`src/rtl/osc_pkg.sv`:
```
package osc_pkg;
  // Direction of the step an integrator takes with its shifted feed term.
  typedef enum logic {
    STEP_ADD = 1'b0,
    STEP_SUB = 1'b1
  } step_dir_e;
endpackage

```
`src/rtl/osc_integrator.sv`:
```
module osc_integrator
  import osc_pkg::*;
#(
  parameter int        ACC_W = 24,
  parameter int        SHIFT = 6,
  parameter step_dir_e DIR   = STEP_ADD
) (
  input  logic                    clk,
  input  logic                    rst_n,
  input  logic                    load,
  input  logic signed [ACC_W-1:0] load_val,
  input  logic signed [ACC_W-1:0] feed,
  output logic signed [ACC_W-1:0] q,
  output logic                    sat_evt
);
  localparam int EXT_W = ACC_W + 1;
  localparam logic signed [ACC_W-1:0] TOP_V = {1'b0, {(ACC_W-1){1'b1}}};
  localparam logic signed [ACC_W-1:0] BOT_V = {1'b1, {(ACC_W-1){1'b0}}};

  // Power-of-two scaling: arithmetic shift, pure bit selection.
  function automatic logic signed [ACC_W-1:0] scale_down(input logic signed [ACC_W-1:0] v);
    return v >>> SHIFT;
  endfunction

  // One extra bit of headroom so the clamp can see the true sum.
  function automatic logic signed [EXT_W-1:0] raw_step(input logic signed [ACC_W-1:0] cur,
                                                      input logic signed [ACC_W-1:0] term);
    logic signed [EXT_W-1:0] a;
    logic signed [EXT_W-1:0] b;
    a = {cur[ACC_W-1], cur};
    b = {term[ACC_W-1], term};
    return (DIR == STEP_ADD) ? (a + b) : (a - b);
  endfunction

  function automatic logic out_of_range(input logic signed [EXT_W-1:0] w);
    return w[EXT_W-1] != w[EXT_W-2];
  endfunction

  function automatic logic signed [ACC_W-1:0] clamp(input logic signed [EXT_W-1:0] w);
    if (!out_of_range(w)) return w[ACC_W-1:0];
    return w[EXT_W-1] ? BOT_V : TOP_V;
  endfunction

  logic signed [ACC_W-1:0] q_r;
  logic signed [ACC_W-1:0] term;
  logic signed [EXT_W-1:0] wide;
  logic signed [ACC_W-1:0] nxt;

  always_comb begin
    term    = scale_down(feed);
    wide    = raw_step(q_r, term);
    sat_evt = out_of_range(wide);
    nxt     = clamp(wide);
  end

  always_ff @(posedge clk or negedge rst_n) begin
    if (!rst_n)    q_r <= '0;
    else if (load) q_r <= load_val;
    else           q_r <= nxt;
  end

  assign q = q_r;
endmodule

```
`src/rtl/osc_slice.sv`:
```
module osc_slice #(
  parameter int ACC_W = 24,
  parameter int OUT_W = 16
) (
  input  logic signed [ACC_W-1:0] acc,
  output logic signed [OUT_W-1:0] word
);
  localparam int DROP = ACC_W - OUT_W;

  // Keeping the upper field is a floor division by 2^DROP.
  function automatic logic signed [OUT_W-1:0] upper_field(input logic signed [ACC_W-1:0] v);
    logic signed [ACC_W-1:0] sh;
    sh = v >>> DROP;
    return sh[OUT_W-1:0];
  endfunction

  assign word = upper_field(acc);
endmodule

```
`src/rtl/quad_osc.sv`:
```
module quad_osc
  import osc_pkg::*;
#(
  parameter int ACC_W = 24,
  parameter int OUT_W = 16,
  parameter int SHIFT = 6
) (
  input  logic                    clk,
  input  logic                    rst_n,
  input  logic                    load,
  input  logic signed [ACC_W-1:0] amp_init,
  output logic signed [OUT_W-1:0] sin_out,
  output logic signed [OUT_W-1:0] cos_out,
  output logic                    ovf_flag
);
  localparam int GUARD = ACC_W - OUT_W;
  localparam logic signed [ACC_W-1:0] ZERO_V = '0;

  // Named internal events for the checker.
  logic signed [ACC_W-1:0] s_q;
  logic signed [ACC_W-1:0] c_q;
  logic                    sat_s;
  logic                    sat_c;
  logic                    ovf_q;
  logic                    clamp_seen;

  // Sine: adds the shifted cosine.
  osc_integrator #(.ACC_W(ACC_W), .SHIFT(SHIFT), .DIR(STEP_ADD)) i_sin_int (
    .clk(clk), .rst_n(rst_n), .load(load), .load_val(ZERO_V),
    .feed(c_q), .q(s_q), .sat_evt(sat_s)
  );

  // Cosine: subtracts the shifted sine from before the edge.
  osc_integrator #(.ACC_W(ACC_W), .SHIFT(SHIFT), .DIR(STEP_SUB)) i_cos_int (
    .clk(clk), .rst_n(rst_n), .load(load), .load_val(amp_init),
    .feed(s_q), .q(c_q), .sat_evt(sat_c)
  );

  generate
    if (GUARD > 0) begin : g_trunc
      osc_slice #(.ACC_W(ACC_W), .OUT_W(OUT_W)) i_sin_slice (.acc(s_q), .word(sin_out));
      osc_slice #(.ACC_W(ACC_W), .OUT_W(OUT_W)) i_cos_slice (.acc(c_q), .word(cos_out));
    end else begin : g_full
      assign sin_out = s_q[OUT_W-1:0];
      assign cos_out = c_q[OUT_W-1:0];
    end
  endgenerate

  assign clamp_seen = (sat_s | sat_c) & ~load;

  always_ff @(posedge clk or negedge rst_n) begin
    if (!rst_n)          ovf_q <= 1'b0;
    else if (load)       ovf_q <= 1'b0;
    else if (clamp_seen) ovf_q <= 1'b1;
  end

  assign ovf_flag = ovf_q;
endmodule

```
`config.mk`:
```
export PLATFORM = sky130hd
export DESIGN_NAME = quad_osc
export DESIGN_NICKNAME = d
export VERILOG_FILES = /design/src/rtl/osc_pkg.sv /design/src/rtl/osc_integrator.sv /design/src/rtl/osc_slice.sv /design/src/rtl/quad_osc.sv
export SDC_FILE = /design/constraint.sdc
export NUM_CORES = 1
export LEC_CHECK = 0
export CAP_MARGIN = 20
export CELL_PAD_IN_SITES_DETAIL_PLACEMENT = 1
export CELL_PAD_IN_SITES_GLOBAL_PLACEMENT = 1
export CORE_MARGIN = 3
export CORE_UTILIZATION = 51
export CTS_BUF_LIST = sky130_fd_sc_hd__clkbuf_4
export DETAILED_ROUTE_END_ITERATION = 6
export DONT_BUFFER_PORTS = 1
export PLACE_DENSITY = 0.81
export SKIP_CTS_REPAIR_TIMING = 1
export SLEW_MARGIN = 15
export SYNTH_ARGS = -nofsm -noshare
export SYNTH_HDL_FRONTEND = slang
export SYNTH_SLANG_ARGS = --single-unit
```
`constraint.sdc`:
```
create_clock -name clk -period 4 [get_ports clk]
set_input_delay 0.8 -clock clk [delete_from_list [all_inputs] [get_ports clk]]
set_output_delay 0.8 -clock clk [all_outputs]
set_load 0.01 [all_outputs]
```
==> summary.txt <==
Status
  • Outcome: finished, final reports clean

Layout
  • Synthesis-to-layout area growth: -0.8075%
  • Antenna Cells: 0
  • Layout cells sized above 1: 8.124%
  • Nets: 593
  • Filler cells: 1064

Clock tree
  • Clock sinks: 49
  • CTS tree: yes
  • Clock Tree Root: clkbuf_4
  • CTS H-tree depth: 2
  • Clock transition at the registers of the reported paths: 0.16 ns
  • Worst-Skew Late Latency: 0.38 ns
  • Cts bufs inserted: 5
  • CTS Buffer Depth: 2

STA
  • Final hold violation count: 0
  • Crit share post-route: 88.08%
  • Hold Slack: 0.08511 ns
  • Setup TNS: 0 ns
  • Final setup violation count: 0
  • Slew HR: 46.90%
  • Worst slew pin tran: 0.7916 ns
  • RSZ-0062 raised after global routing: false
  • Post-layout minimum cycle time: 3.523 ns
  • Clock Skews: 0.009699 ns
  • Slew Limit Fails: 0
  • Fmax: 283.8 MHz

GRT
  • GRT Util Overall: 28.78%
  • GRT Residual Overflow: 0
  • Global-route wire length before repair: 23430 µm
  • Largest net degree at the start of global routing: 50
  • Initial antenna violation count: 0
  • Vias in the first global route: 4314

Logic synthesis
  • Post-synth EDFFs: 0
  • Yosys reg bits: 49
  • Synth warn: 0
  • Post-synth ARST share: 100.0%
  • Synth Instances: 549
  • Cell area after synthesis: 4803 µm²
  • Most used flip-flop cell after synthesis: dfrtp_1
  • Syn_nets: 626
  • Syn_area_per_cell: 8.749 µm²
  • Sequential share of the synthesized area: 25.53%
  • Unique masters post-synth: 68

Detailed routing
  • Mean number of vias per cell: 6.627
  • Wire length per cell: 23.40 µm
  • Starting DRT DRC Count: 161
  • First-pass DRT Iterations: 4
  • Remaining routing DRC violations: 0
  • Met3 WL post-DR: 767 µm
  • Vias: 4142
  • Met2 WL: 7154 µm
  • Routed wire length: 14630 µm
  • M1 wire length: 6280 µm
  • Highest metal used: met4
  • Post-route ant nets: 0

Die
  • Initial core utilization: 53.77%
  • Core Area: 8934 µm²
  • Chip width: 103.1 µm
  • Die Footprint: 10620 µm²
  • Die height: 103.1 µm
  • Standard-cell row count: 34
  • Ports: 60

Setup path
  • CP max stage delay: 0.66 ns
  • CP most frequent cell: inv_1
  • Slowest stage cell, crit path: a2111oi_0
  • CP max FO: 8
  • CP Data Required Time: 4.25 ns
  • Data arrival, critical path: 3.77 ns
  • Critical path's top delay family: compound AO/OA/AOI/OAI gates
  • Startpoint types: flop
  • Worst Path Class, Setup: flop to flop
  • Crit path capture type: flop
  • CP bufs+invs: 2
  • Worst-path cell chain: inv_1, ha_1, inv_1, fa_1, a211oi_1, o2111ai_1, a2111oi_0, o21bai_1, nand2_1, a31oi_1, o21ai_1, o21ai_0

Run
  • Maxcap violations: 0

Placed design
  • Port buffer count: 0
  • Hpwl dp: 11730 µm
  • GPL Wtd Cong: 0.9115

Hold path
  • Hold Crit Class: input port to asynchronous set/reset pin
-- registers in the layout, indices dropped and copies added, names as in the netlist --
signal / cells
i_cos_int.q: 24
ovf_flag: 1
i_sin_int.q: 24
-- synthesized netlist by cell type, types with 3 or more instances --
cell | instances | area (µm²)
a211oi_1 | 13 | 97.59
a21boi_0 | 4 | 30.03
a21o_1 | 19 | 142.6
a21oi_1 | 38 | 190.2
a2bb2oi_2 | 10 | 150.1
a31oi_1 | 4 | 25.02
and2_1 | 6 | 37.54
and3_1 | 7 | 43.79
and4_1 | 3 | 26.28
buf_2 | 8 | 40.04
buf_4 | 32 | 240.2
clkbuf_1 | 5 | 18.77
dfrtp_1 | 49 | 1226
ha_1 | 48 | 600.6
inv_1 | 37 | 138.9
nand2_1 | 32 | 120.1
nand2b_1 | 3 | 18.77
nand3_1 | 8 | 40.04
nand4_1 | 5 | 31.28
nor2_1 | 24 | 90.09
nor2b_1 | 4 | 25.02
nor3_1 | 13 | 65.06
o211ai_1 | 10 | 75.07
o21a_1 | 28 | 210.2
o21ai_0 | 45 | 225.2
o21bai_1 | 3 | 22.52
o31ai_1 | 4 | 30.03
or3_1 | 7 | 43.79
xnor2_1 | 18 | 157.7
xor2_1 | 15 | 131.4
-- metal layers --
layer | GRT usage [%] | vias up
met5 | 0 | -
met4 | 9.363 | 0
met3 | 5.210 | 32
met2 | 47.80 | 95
met1 | 37.92 | 2079
li1 | - | 1936
-- per-stage QoR --
step	cell area, µm²	utilization, %	worst slack [ns]	cells
global placement	4686	52.45	0.6403	617
detailed placement	4686	52.45	0.5543	617
floorplan	4803	-	1.152	549
global route	4765	53.33	0.2318	625
CTS	4765	53.33	0.4932	625
finish	4765	53.33	0.4766	625
-- cells by family after synthesis --
group	count (synthesis)	share of synthesized area, %
buffers and inverters	84	9.429
muxes	1	0.2344
adders and majority gates	50	13.34
DFF	49	25.53
and+or+nand+nor	119	12.63
xor gates and xnor gates	34	6.356
AOI/OAI and AO/OA	212	32.48
-- placed cells by master (no fill, tap or decap), types with 4 or more instances in the layout --
master / n
nor3_1: 13
o21ai_0: 45
nand4_1: 5
o31ai_1: 4
and3_1: 7
a211oi_1: 13
a21boi_0: 4
a21o_1: 19
dfrtp_1: 49
or3_1: 7
ha_1: 48
inv_1: 37
nor2b_1: 4
xnor2_1: 18
clkbuf_4: 6
o211ai_1: 10
a2bb2oi_2: 10
a31oi_1: 4
buf_4: 5
nand3_1: 8
o21a_1: 28
nor2_1: 24
and2_1: 6
nand2_1: 32
a21oi_1: 38
xor2_1: 15
-- worst reg2reg max path, stage by stage (launching register included) --
cell and delay [ns]:
dfrtp_1 0.40, inv_1 0.06, ha_1 0.16, inv_1 0.06
fa_1 0.42, a211oi_1 0.34, o2111ai_1 0.21, a2111oi_0 0.66
o21bai_1 0.20, nand2_1 0.17, a31oi_1 0.08, o21ai_1 0.45
o21ai_0 0.19
-- final cells by class --
type / instances / area, µm² / area share, %
timing repair buffer: 6 / 57.56 / 1.208
clock buffer: 6 / 45.04 / 0.9454
inverter: 38 / 142.6 / 2.994
sequential: 49 / 1226 / 25.74
clock inverter: 2 / 33.78 / 0.7090
tap: 108 / 135.1 / 2.836
multi-input combinational: 416 / 3124 / 65.57
-- worst paths after layout --
kind | start | to | slack (ns) | cells past startpoint
hold reg to reg | i_sin_int.q[0] | i_sin_int.q[0] | 0.62 | 2
setup reg to reg | i_cos_int.q[0] | i_cos_int.q[2] | 0.48 | 12
min in group clk | load | i_cos_int.q[20] | 0.52 | 1
hold / removal | rst_n | i_sin_int.q[10] | 0.09 | 0
setup / recovery | i_cos_int.q[0] | i_cos_int.q[2] | 0.48 | 12
max in group asynchronous | rst_n | i_cos_int.q[11] | 3.82 | 0
Power is left out: the tool's default activity adds up to more than one toggle a clock period on the data nets, which glitch-free logic cannot reach.
